--- src/rtl/alu_slice_pkg.sv ---
package alu_slice_pkg;

    localparam int SLICE_W = 4;

    typedef enum logic [2:0] {
        OP_CLEAR  = 3'd0,
        OP_B_SUB  = 3'd1,
        OP_A_SUB  = 3'd2,
        OP_ADD    = 3'd3,
        OP_XOR    = 3'd4,
        OP_OR     = 3'd5,
        OP_AND    = 3'd6,
        OP_PRESET = 3'd7
    } alu_op_e;

    typedef struct packed {
        logic [SLICE_W-1:0] f;
        logic               carry;
        logic               ovf;
    } slice_res_t;

endpackage

--- src/rtl/alu_operand_prep.sv ---
module alu_operand_prep
    import alu_slice_pkg::*;
#(
    parameter int N = SLICE_W
) (
    input  alu_op_e        op,
    input  logic [N-1:0]   a,
    input  logic [N-1:0]   b,
    output logic [N-1:0]   x,
    output logic [N-1:0]   y,
    output logic           arith
);

    // arithmetic codes pick the adder operands, the rest park them.
    always_comb begin
        x     = '0;
        y     = '0;
        arith = 1'b0;
        unique case (op)
            OP_B_SUB: begin x = b; y = ~a; arith = 1'b1; end
            OP_A_SUB: begin x = a; y = ~b; arith = 1'b1; end
            OP_ADD:   begin x = a; y = b;  arith = 1'b1; end
            default:  begin x = '0; y = '0; arith = 1'b0; end
        endcase
    end

endmodule

--- src/rtl/alu_ripple_adder.sv ---
module alu_ripple_adder #(
    parameter int N = 4
) (
    input  logic [N-1:0] x,
    input  logic [N-1:0] y,
    input  logic         cin,
    output logic [N-1:0] sum,
    output logic         c_top_in,
    output logic         c_out
);

    logic [N:0] c;

    assign c[0] = cin;

    for (genvar i = 0; i < N; i++) begin : g_fa
        assign sum[i]  = x[i] ^ y[i] ^ c[i];
        assign c[i+1]  = (x[i] & y[i]) | (c[i] & (x[i] ^ y[i]));
    end

    assign c_top_in = c[N-1];
    assign c_out    = c[N];

endmodule

--- src/rtl/alu_bitwise_unit.sv ---
module alu_bitwise_unit
    import alu_slice_pkg::*;
#(
    parameter int N = SLICE_W
) (
    input  alu_op_e      op,
    input  logic [N-1:0] a,
    input  logic [N-1:0] b,
    output logic [N-1:0] f
);

    // constants and bitwise functions.
    always_comb begin
        unique case (op)
            OP_XOR:    f = a ^ b;
            OP_OR:     f = a | b;
            OP_AND:    f = a & b;
            OP_PRESET: f = '1;
            default:   f = '0;
        endcase
    end

endmodule

--- src/rtl/alu_slice.sv ---
module alu_slice
    import alu_slice_pkg::*;
(
    input  alu_op_e              op,
    input  logic                 cin,
    input  logic [SLICE_W-1:0]   a,
    input  logic [SLICE_W-1:0]   b,
    output slice_res_t           res
);

    logic [SLICE_W-1:0] x, y, sum, lf;
    logic               arith, c_top_in, c_out;
    slice_res_t         res_d;

    alu_operand_prep #(.N(SLICE_W)) prep_i (
        .op(op), .a(a), .b(b), .x(x), .y(y), .arith(arith)
    );

    alu_ripple_adder #(.N(SLICE_W)) add_i (
        .x(x), .y(y), .cin(cin), .sum(sum),
        .c_top_in(c_top_in), .c_out(c_out)
    );

    alu_bitwise_unit #(.N(SLICE_W)) bit_i (
        .op(op), .a(a), .b(b), .f(lf)
    );

    // flags only in arithmetic codes.
    always_comb begin
        res_d = '0;
        if (arith) begin
            res_d.f     = sum;
            res_d.carry = c_out;
            res_d.ovf   = c_top_in ^ c_out;
        end else begin
            res_d.f     = lf;
            res_d.carry = 1'b0;
            res_d.ovf   = 1'b0;
        end
    end

    assign res = res_d;

endmodule

--- src/rtl/alu_ripple_top.sv ---
module alu_ripple_top
    import alu_slice_pkg::*;
#(
    parameter int SLICES = 4,
    localparam int W     = SLICES * SLICE_W
) (
    input  logic [2:0]   op_sel,
    input  logic         cin,
    input  logic [W-1:0] opnd_a,
    input  logic [W-1:0] opnd_b,
    output logic [W-1:0] result,
    output logic         cout,
    output logic         ovf
);

    alu_op_e            op;
    logic [SLICES:0]    chain_d;
    logic [SLICES-1:0]  ovf_d;

    assign op         = alu_op_e'(op_sel);
    assign chain_d[0] = cin;

    // ripple chain, slice i feeds slice i+1.
    for (genvar i = 0; i < SLICES; i++) begin : g_slice
        slice_res_t sres;
        alu_slice slice_i (
            .op(op),
            .cin(chain_d[i]),
            .a(opnd_a[i*SLICE_W +: SLICE_W]),
            .b(opnd_b[i*SLICE_W +: SLICE_W]),
            .res(sres)
        );
        assign result[i*SLICE_W +: SLICE_W] = sres.f;
        assign chain_d[i+1]                 = sres.carry;
        assign ovf_d[i]                     = sres.ovf;
    end

    assign cout = chain_d[SLICES];
    assign ovf  = ovf_d[SLICES-1];

endmodule

--- config.mk ---
export PLATFORM = sky130hd
export DESIGN_NAME = alu_ripple_top
export DESIGN_NICKNAME = d
export VERILOG_FILES = /design/src/rtl/alu_slice_pkg.sv /design/src/rtl/alu_operand_prep.sv /design/src/rtl/alu_ripple_adder.sv /design/src/rtl/alu_bitwise_unit.sv /design/src/rtl/alu_slice.sv /design/src/rtl/alu_ripple_top.sv
export SDC_FILE = /design/constraint.sdc
export NUM_CORES = 1
export LEC_CHECK = 0
export ABC_AREA = 1
export BUFFER_PORTS_ARGS = -buffer_cell sky130_fd_sc_hd__buf_4
export CAP_MARGIN = 20
export CORE_MARGIN = 5
export CORE_UTILIZATION = 57
export DETAILED_ROUTE_END_ITERATION = 7
export GPL_ROUTABILITY_DRIVEN = 0
export PLACE_DENSITY = 0.85
export SLEW_MARGIN = 30
export SYNTH_ARGS = -nofsm -noshare
export SYNTH_HDL_FRONTEND = slang
export SYNTH_SLANG_ARGS = --single-unit
--- constraint.sdc ---
create_clock -name vclk -period 8.5
set_clock_uncertainty 0.1 [all_clocks]
set_input_delay 0 -clock vclk [all_inputs]
set_output_delay 0 -clock vclk [all_outputs]
set_load 0.01 [all_outputs]
==> impl_summary.txt <==
----------------------------------------------------
[Synth]
  Post-Synthesis Mean Instance Area ... around 6 sq um
  Net Count, Synth ... about 420
  Cell count after synthesis ... 338
  Number of different library cells in the post-synthesis netlist ... 22
  Count of yosys warnings during synthesis ... 0
  Area share of the leading cell type in the synthesized netlist ... 19.5%
  Share of synthesized area occupied by flip-flops and latches ... 0%
  Most common cell in the netlist ... nand2_1
  Area leader, netlist ... ha_1
  Leading cell types by total area after synthesis ... ha_1 (19%), fa_1 (16%), nand2_1 (16%)
  Synthesized cell area ... 0.00206 sq mm
  Most common library cells after synthesis ... nand2_1 (85), inv_1 (72), nand3_1 (45)

[Detailed routing]
  DRC Markers ... 0
  Aggregate routed wire length ... 5450 um
  Initial DRT Pass Iterations ... 4
  Mean number of vias per cell ... 5.38
  Wire per inst ... roughly 13 um
  Residual antenna-violating net count after detailed routing ... 0
  Number of vias after detailed routing ... 2291
  Initial drt markers ... roughly 170

[Job]
  Max-cap violations ... 0

[Run status]
  Run status ... finished, final reports clean

[Clocking]
  Total setup buffers inserted after CTS ... 0
  Post-CTS Hold Fix Bufs ... 0
  Number of gates resized after cts ... 0

[Timing]
  Actual transition at the worst max-transition pin ... 774 ps
  Count of endpoints failing hold in the final timing report ... 0
  Setup violators final ... 0
  Highest clock frequency the design can meet ... ~120 MHz
  Fraction of the cycle the final worst path needs ... 94.9%
  PnR worst setup slack ... 430 ps
  Time the final worst path needs with I/O delays and setup ... 8070 ps
  Worst slew margin ... 48.3%
  Total negative slack ... 0 ps
  RSZ-0062 raised after global routing ... false
  Hold Worst Slack ... 401 ps
  Max-slew violation total from the final report ... 0

[Final layout]
  Final net count ... 466
  Flip-flop and latch area ... 0 sq um
  Layout filler cell count ... 318
  Post-route non-filler standard cell count ... 426
  Final core occ ... 72.8%
  Area of combinational cells with multiple inputs ... 0.00168 sq mm
  Share of final-layout standard cells stronger than drive strength 1 ... 18.7%
  Seq Cell Count ... 0
  Total of clock buffers placed in the layout ... 0
  Total inserted antenna cells ... 0
  Area of all placed cells without fillers ... 0.00249 sq mm
  P&R area growth vs syn ... 20.8%

[Placed design]
  Placed wire-length estimate after detailed placement ... 3990 um
  DP Area ... between 0.002 and 0.0025 sq mm
  DP Cell Count ... ~430
  Minimum setup slack after placement ... between 400 and 500 ps
  Number of port buffers ... 54

[Power]
  Leak pwr ... 1.42 nW
  Max rail drop VDD ... 0.0325 mV
  Power per unit of standard cell area ... 48.2 mW/mm^2
  Power consumption ... 0.120 mW

[Floorplan]
  Die Outline Area ... 0.00491 sq mm
  Core Footprint ... 0.00342 sq mm
  DIE HEIGHT ... approximately 70 um
  Initial Util ... 60.3%
  Number of top-level pins ... 54
  Num rows ... 21
  Chip Width ... ~70 um

[Setup path]
  Sort of element at the start of the critical path ... input pin
  Category of the worst setup path capture point ... output pin
  Worst EP arrival ... approximately 8000 ps
  Slowest library cell on the worst path ... fa_1
  WP buf/inv ... 9
  Path type of the worst setup path ... in2out
  Worst path max stage delay ... around 460 ps
  Critical Path Fanout Max ... 23
  Cell occurring most often along the worst timing path ... fa_1
  Critical path required time ... 8400 ps
  Critical path's top delay family ... adder cells

[Global routing]
  Number of antenna violations at the first check in global routing ... 0
  Overflow left after global routing ... 0
  Vias in the first global route ... 2115
  Total global-route track usage ... 22.2%
  Maximum number of pins on one net before global-route repair ... 50
  First-pass GRT wire length ... 9540 um

[Hold path]
  Min-delay worst type ... in2out

----------------------------------------------------
## final cells by class
type	instances	area share (%)
timing repair buffer	62	18.7
tap	46	2.32
inverter	75	11.3
multi-input combinational	243	67.6
## power by group
part	leakage [nW]	internal (mW)	switching [mW]
registers	0	0	0
logic	1.42	0.0517	0.0681
clock network	0	0	0
## final timing paths
| check | startpoint | end | slack [ps] | cells after the start |
|---|---|---|---|---|
| hold / removal | cin | result[0] | 400 | 5 |
| setup / recovery | op_sel[0] | ovf | 430 | 33 |
## placed cells by master (no fill, tap or decap)
master | synthesis | layout
inv_2 | 3 | 3
o21ai_0 | 3 | 3
a21oi_1 | 1 | 1
a22oi_1 | 1 | 1
nand3_4 | 1 | 1
nand2_1 | 85 | 85
nor3_1 | 1 | 1
nor2_2 | 3 | 3
ha_1 | 32 | 32
nand4_1 | 15 | 15
buf_4 | 3 | 62
nand3_1 | 45 | 45
nand2_4 | 1 | 1
nor2_1 | 8 | 8
fa_1 | 16 | 16
o22ai_1 | 15 | 15
inv_1 | 72 | 72
nand2_2 | 1 | 1
o211ai_1 | 15 | 15
## logic make-up (layout without fill, tap and decap cells)
kind of cell,count (synthesis),count (layout),share of synthesized area (%)
and+or+nand+nor,160,160,35.3
buffers and inverters,95,137,18.3
adders and majority gates,48,48,35.0
AOI/OAI and AO/OA,35,35,11.4
## per-layer routing
metal	track usage, %	wire, um	vias up
li1	-	-	1168
met1	31.6	2310	1028
met2	37.7	2600	91
met3	2.44	502	4
met4	1.49	32	0
met5	0	0	-
Power figures use the tool's default switching activity.
